## src/rtl/reloc_pkg.sv

```systemverilog
package reloc_pkg;
  localparam int unsigned RELOC_ADDR_W = 32;

  typedef enum logic [0:0] {
    CFG_BASE  = 1'b0,
    CFG_LIMIT = 1'b1
  } cfg_sel_e;
endpackage

```

## src/rtl/reloc_cfg_regs.sv

```systemverilog
module reloc_cfg_regs
  import reloc_pkg::*;
#(
  parameter int unsigned ADDR_W = RELOC_ADDR_W
) (
  input  logic              clk,
  input  logic              rst,
  input  logic              we,
  input  logic              sel,
  input  logic [ADDR_W-1:0] wdata,
  output logic [ADDR_W-1:0] base_o,
  output logic [ADDR_W-1:0] limit_o
);
  localparam int unsigned NREG = 2;

  logic [ADDR_W-1:0] regs_q [NREG];
  logic [NREG-1:0]   hit;

  for (genvar g = 0; g < NREG; g++) begin : g_reg
    assign hit[g] = we && (sel == g[0]);
    always_ff @(posedge clk) begin
      if (rst) begin
        regs_q[g] <= '0;
      end else if (hit[g]) begin
        regs_q[g] <= wdata;
      end
    end
  end

  assign base_o  = regs_q[CFG_BASE];
  assign limit_o = regs_q[CFG_LIMIT];
endmodule

```

## src/rtl/reloc_xlate.sv

```systemverilog
module reloc_xlate #(
  parameter int unsigned ADDR_W = 32
) (
  input  logic [ADDR_W-1:0] base_i,
  input  logic [ADDR_W-1:0] limit_i,
  input  logic [ADDR_W-1:0] vaddr_i,
  output logic [ADDR_W-1:0] paddr_o,
  output logic              fault_o
);
  localparam int unsigned WIDE_W = ADDR_W + 1;

  logic [WIDE_W-1:0] sum_w;
  logic [WIDE_W-1:0] bound_w;
  logic              carry;
  logic              over_bound;

  always_comb begin
    sum_w      = {1'b0, base_i} + {1'b0, vaddr_i};
    bound_w    = {1'b0, base_i} + {1'b0, limit_i};
    carry      = sum_w[ADDR_W];
    over_bound = sum_w > bound_w;
    paddr_o    = sum_w[ADDR_W-1:0];
    fault_o    = carry | over_bound;
  end
endmodule

```

## src/rtl/reloc_rsp_stage.sv

```systemverilog
module reloc_rsp_stage #(
  parameter int unsigned ADDR_W = 32
) (
  input  logic              clk,
  input  logic              rst,
  input  logic              valid_i,
  input  logic [ADDR_W-1:0] paddr_i,
  input  logic              fault_i,
  output logic              valid_o,
  output logic [ADDR_W-1:0] paddr_o,
  output logic              fault_o,
  output logic              strobe_o
);
  always_ff @(posedge clk) begin
    if (rst) begin
      valid_o  <= 1'b0;
      strobe_o <= 1'b0;
      paddr_o  <= '0;
      fault_o  <= 1'b0;
    end else begin
      valid_o  <= valid_i;
      strobe_o <= valid_i & ~fault_i;
      if (valid_i) begin
        paddr_o <= paddr_i;
        fault_o <= fault_i;
      end
    end
  end
endmodule

```

## src/rtl/reloc_unit.sv

```systemverilog
module reloc_unit
  import reloc_pkg::*;
#(
  parameter int unsigned ADDR_W = RELOC_ADDR_W
) (
  input  logic              clk,
  input  logic              rst,
  input  logic              cfg_we,
  input  logic              cfg_sel,
  input  logic [ADDR_W-1:0] cfg_wdata,
  input  logic              req_valid,
  input  logic [ADDR_W-1:0] req_vaddr,
  output logic              rsp_valid,
  output logic [ADDR_W-1:0] rsp_paddr,
  output logic              rsp_fault,
  output logic              mem_strobe
);
  logic [ADDR_W-1:0] base_q;
  logic [ADDR_W-1:0] limit_q;
  logic [ADDR_W-1:0] xl_paddr;
  logic              xl_fault;

  reloc_cfg_regs #(.ADDR_W(ADDR_W)) i_cfg (
    .clk     (clk),
    .rst     (rst),
    .we      (cfg_we),
    .sel     (cfg_sel),
    .wdata   (cfg_wdata),
    .base_o  (base_q),
    .limit_o (limit_q)
  );

  reloc_xlate #(.ADDR_W(ADDR_W)) i_xlate (
    .base_i  (base_q),
    .limit_i (limit_q),
    .vaddr_i (req_vaddr),
    .paddr_o (xl_paddr),
    .fault_o (xl_fault)
  );

  reloc_rsp_stage #(.ADDR_W(ADDR_W)) i_rsp (
    .clk      (clk),
    .rst      (rst),
    .valid_i  (req_valid),
    .paddr_i  (xl_paddr),
    .fault_i  (xl_fault),
    .valid_o  (rsp_valid),
    .paddr_o  (rsp_paddr),
    .fault_o  (rsp_fault),
    .strobe_o (mem_strobe)
  );
endmodule

```

## config.mk

```make
export PLATFORM = sky130hd
export DESIGN_NAME = reloc_unit
export DESIGN_NICKNAME = d
export VERILOG_FILES = /design/src/rtl/reloc_pkg.sv /design/src/rtl/reloc_cfg_regs.sv /design/src/rtl/reloc_xlate.sv /design/src/rtl/reloc_rsp_stage.sv /design/src/rtl/reloc_unit.sv
export SDC_FILE = /design/constraint.sdc
export NUM_CORES = 1
export LEC_CHECK = 0
export ABC_AREA = 1
export ABC_CLOCK_PERIOD_IN_PS = 4600
export BUFFER_PORTS_ARGS = -buffer_cell sky130_fd_sc_hd__buf_2
export CORE_AREA = 2 2 215 132
export DETAILED_ROUTE_END_ITERATION = 8
export DIE_AREA = 0 0 217 134
export PLACE_DENSITY = 0.5
export SYNTH_ARGS = -nofsm -noshare
export SYNTH_HDL_FRONTEND = slang
export SYNTH_HIERARCHICAL = 1
export SYNTH_SLANG_ARGS = --single-unit
```

## constraint.sdc

```tcl
create_clock -name clk -period 4.6 [get_ports clk]
set_input_delay 0.46 -clock clk [delete_from_list [all_inputs] [get_ports clk]]
set_output_delay 0.46 -clock clk [all_outputs]
set_load 0.005 [all_outputs]
```

==> PnR_summary.wiki <==
{| class="wikitable"
! Metric !! Value
|-
| Initial cell density of the core || 34.6%
|-
| Net switching share of the total power || around 43%
|-
| Worst setup SP type || flop
|-
| CP required || ~5 ns
|-
| Die boundary height || 134 microns
|-
| Main synth FF type || sky130_fd_sc_hd__edfxtp_1
|-
| Slew Limit Fails || 0
|-
| Number of antenna diodes || 0
|-
| Global-route wire length before repair || ~45 mm
|-
| Pin count of the biggest net entering global routing || slightly below 70
|-
| Highest clock frequency the design can meet || ~0.28 GHz
|-
| Maximum number of buffers from clock root to sink || 2
|-
| Internal power || around 1.9 mW
|-
| Logic pwr share || 44.0%
|-
| Total half-perimeter wirelength after legalization and detailed placement || between 20 and 30 mm
|-
| Count of different cell masters after synthesis || 36
|-
| Kind of capture point of the worst setup path || flop
|-
| Total of max-cap violations || 0
|-
| Worst-case headroom to the max-slew limit || ~25%
|-
| Total via count in the routed design || 9039
|-
| Hold slack || roughly 0.38 ns
|-
| Clock Power Share || between 20% and 30%
|-
| Flip-flop and latch area || 2620 sq um
|-
| Count of buffers added by post-CTS timing repair for setup || 0
|-
| ANT nets after route || 0
|-
| Worst vdd rail ir drop || roughly 250 uV
|-
| Initial DRT Pass Iterations || 5
|-
| RePlAce Congestion || between 0.9 and 1
|-
| Syn avg cell area || 6.39 sq um
|-
| # clock sinks || 99
|-
| Outcome || finished clean
|-
| Top-area cell type share of the netlist area || 20.7%
|-
| Leakage power of the design || between 5 and 6 nW
|-
| Number of design rule violations left after detail routing || 0
|-
| Pwr dens || between 300 and 400 nW/um^2
|-
| Shortest period the worst path allows || roughly 3.6 ns
|-
| Net switching component of the power || 1.44 mW
|-
| Wire length reported by the detailed router || around 30 mm
|-
| Final worst path period share || between 70 and 80%
|-
| Count of warnings emitted by yosys || 6
|-
| Total Neg Setup Slack || 0 ns
|-
| Final setup skew || between 0.01 and 0.015 ns
|-
| TritonCTS clock tree || built
|-
| Cell type contributing the most total cell area after synthesis || sky130_fd_sc_hd__nand2_1
|-
| Area of combinational cells with multiple inputs || 5650 sq um
|-
| Average wire length per cell after detail routing || 15.5 microns
|-
| Routed vias/inst || approximately 4.7
|-
| Number of nets in the final layout || between 1500 and 2000
|-
| H-tree depth || 3
|-
| Hold buffer count at cts || 0
|-
| Antenna violations before repair || 1
|-
| Post-CTS Resized || 0
|-
| Total routing resource utilization after global routing || 21.1%
|-
| Hold Path Class || in2reg
|-
| Type of the setup path with the least slack || reg2reg
|-
| Synthesized cell area || 9400 sq um
|-
| Top-Level Pins || approximately 100
|-
| Die span in x || roughly 220 microns
|-
| Ratio of cells with drive above 1 in the final layout || between 10% and 20%
|-
| Fraction of registers with async set or reset after synthesis || 0%
|-
| # fillers || between 3000 and 4000
|-
| Number of nets in the synthesized netlist || about 1600
|-
| Area growth from synthesis to layout || 12.4%
|-
| Critical path arrival || 3.91 ns
|-
| Highest fanout seen on the critical path || 4
|-
| Clock root buffer || sky130_fd_sc_hd__clkbuf_16
|-
| Number of flops mapped to enable cells by yosys || 64
|-
| Number of global-route vias before repair || between 8000 and 9000
|-
| Final Setup Violations || 0
|-
| Fin util || roughly 39%
|-
| Core Rows || 47
|-
| Proportion of synthesized chip area in sequential cells || 27.9%
|-
| RSZ-0062 raised after global routing || no
|-
| Count of port buffers added during placement || between 100 and 150
|-
| Aggregate global routing overflow || 0
|-
| Mapped Cells || ~1500
|-
| CTS buffer count || 9
|-
| Core region area || 27200 sq um
|-
| Initial DRC Count || approximately 590
|-
| Transition time at the pin with the least slew margin || roughly 1.1 ns
|-
| Sequential share of power || 32.6%
|-
| Area enclosed by the die boundary || about 29000 sq um
|-
| Area contributors post-synth || sky130_fd_sc_hd__nand2_1, sky130_fd_sc_hd__edfxtp_1, sky130_fd_sc_hd__ha_1
|-
| Clock latency on the worst-skew pair || ~0.39 ns
|-
| Clock-pin slew on the worst setup and hold paths || around 0.08 ns
|-
| Synthesized flop and latch total || just under 100
|-
| Final Hold Fails || 0
|}
-- cell usage in the layout, fill, tap and decap left out, types with 3 or more instances in the layout --
master,netlist,final
sky130_fd_sc_hd__clkbuf_16,0,9
sky130_fd_sc_hd__o21ai_0,11,9
sky130_fd_sc_hd__dfxtp_1,35,35
sky130_fd_sc_hd__nor2_2,43,43
sky130_fd_sc_hd__a21o_1,3,3
sky130_fd_sc_hd__nand2_1,518,518
sky130_fd_sc_hd__nor3_1,12,12
sky130_fd_sc_hd__buf_2,6,103
sky130_fd_sc_hd__ha_1,97,97
sky130_fd_sc_hd__nand3_1,48,48
sky130_fd_sc_hd__a21oi_1,55,55
sky130_fd_sc_hd__nand4_1,14,14
sky130_fd_sc_hd__inv_8,0,3
sky130_fd_sc_hd__nand3b_1,7,7
sky130_fd_sc_hd__o21bai_1,10,10
sky130_fd_sc_hd__a21oi_2,3,3
sky130_fd_sc_hd__inv_1,267,267
sky130_fd_sc_hd__nand2_2,11,11
sky130_fd_sc_hd__xnor2_1,16,16
sky130_fd_sc_hd__nor2_1,204,204
sky130_fd_sc_hd__xor2_1,16,16
sky130_fd_sc_hd__edfxtp_1,64,64
-- synthesized netlist by cell type, types with 3 or more instances --
library cell               count
sky130_fd_sc_hd__buf_6         6
sky130_fd_sc_hd__nand3b_1      7
sky130_fd_sc_hd__xor2_1       16
sky130_fd_sc_hd__buf_2         6
sky130_fd_sc_hd__o21bai_1     10
sky130_fd_sc_hd__nand3_1      48
sky130_fd_sc_hd__nand2_2      11
sky130_fd_sc_hd__ha_1         97
sky130_fd_sc_hd__a21o_1        3
sky130_fd_sc_hd__nor2_2       43
sky130_fd_sc_hd__nor2_1      204
sky130_fd_sc_hd__buf_4         4
sky130_fd_sc_hd__inv_1       267
sky130_fd_sc_hd__xnor2_1      16
sky130_fd_sc_hd__dfxtp_1      35
sky130_fd_sc_hd__a21oi_1      55
sky130_fd_sc_hd__nand4_1      14
sky130_fd_sc_hd__edfxtp_1     64
sky130_fd_sc_hd__o21ai_0      11
sky130_fd_sc_hd__nor3_1       12
sky130_fd_sc_hd__a21oi_2       3
sky130_fd_sc_hd__nand2_1     518
-- worst paths after layout --
kind                         end                 from  slack (ns)  cells after the start
max                i_rsp/fault_o  i_cfg/regs_q[0][10]        0.97                     24
min          i_cfg/regs_q[0][25]        cfg_wdata[25]        0.38                      3
max reg2reg        i_rsp/fault_o  i_cfg/regs_q[0][10]        0.97                     24
min reg2reg    i_rsp/paddr_o[16]    i_rsp/paddr_o[16]        0.47                      2
-- metrics by stage --
step	power, mW	instance area (sq um)	setup WS [ns]	instances
3_5_place_dp	2.58	10300	0.922	1927
2_1_floorplan	2.11	9400	1.31	1471
4_1_cts	3.38	10600	1.01	1943
6_report	3.36	10600	0.967	1943
3_3_place_gp	2.57	10300	0.877	1927
5_1_grt	3.63	10600	0.528	1943
-- cells by family after synthesis --
logic type / synth area share [%]
flops: 27.9
buf+inv: 12.0
xor+xnor: 2.98
compound gates: 5.15
simple gates: 38.6
fa+ha+maj: 13.3
-- area by class of cell --
| cell class | count | area share, % |
|---|---|---|
| Timing Repair Buffer | 105 | 5.02 |
| Inverter | 267 | 9.49 |
| Clock inverter | 7 | 0.687 |
| Sequential cell | 99 | 24.8 |
| Tap cell | 367 | 4.35 |
| Multi-Input combinational cell | 1089 | 53.5 |
| Clock buffer | 9 | 2.13 |
-- power by group through the flow --
stage | registers, mW | logic, mW | clock network (mW)
2_1_floorplan | 1.09 | 1.02 | 0
3_3_place_gp | 1.12 | 1.46 | 0
3_5_place_dp | 1.12 | 1.46 | 0
4_1_cts | 1.10 | 1.47 | 0.814
5_1_grt | 1.11 | 1.68 | 0.845
6_report | 1.10 | 1.48 | 0.788
-- registers in the layout (all words and copies together), names as in the netlist --
register        cells
i_rsp/strobe_o      1
i_rsp/valid_o       1
i_rsp/paddr_o      32
i_cfg/regs_q       64
i_rsp/fault_o       1
-- critical path: stages, from the launching register on --
cell	delay (ns)
sky130_fd_sc_hd__edfxtp_1	0.53
sky130_fd_sc_hd__ha_1	0.41
sky130_fd_sc_hd__nand2_1	0.18
sky130_fd_sc_hd__inv_1	0.06
sky130_fd_sc_hd__a21oi_1	0.29
sky130_fd_sc_hd__nand3_1	0.24
sky130_fd_sc_hd__nand2_1	0.15
sky130_fd_sc_hd__nand2_1	0.06
sky130_fd_sc_hd__nand2_1	0.06
sky130_fd_sc_hd__nand2_1	0.10
sky130_fd_sc_hd__ha_1	0.33
sky130_fd_sc_hd__nand2_1	0.14
sky130_fd_sc_hd__inv_1	0.05
sky130_fd_sc_hd__nand2_1	0.06
sky130_fd_sc_hd__nand2_1	0.04
sky130_fd_sc_hd__a21oi_1	0.15
sky130_fd_sc_hd__nand2_1	0.07
sky130_fd_sc_hd__nor2_1	0.08
sky130_fd_sc_hd__nand2_1	0.06
sky130_fd_sc_hd__nand2_1	0.06
sky130_fd_sc_hd__nand2_1	0.09
sky130_fd_sc_hd__inv_1	0.08
sky130_fd_sc_hd__nand2_1	0.06
sky130_fd_sc_hd__nand2_1	0.10
sky130_fd_sc_hd__nor2_1	0.05
-- routing by layer --
layer	track usage, %	up-vias	part of all wire, %
li1	-	4729	-
met5	0	-	0
met4	4.30	0	0.79
met1	34.7	4057	56
met3	4.56	17	7.5
met2	27.0	236	35
(Power assumes the default switching activity.)
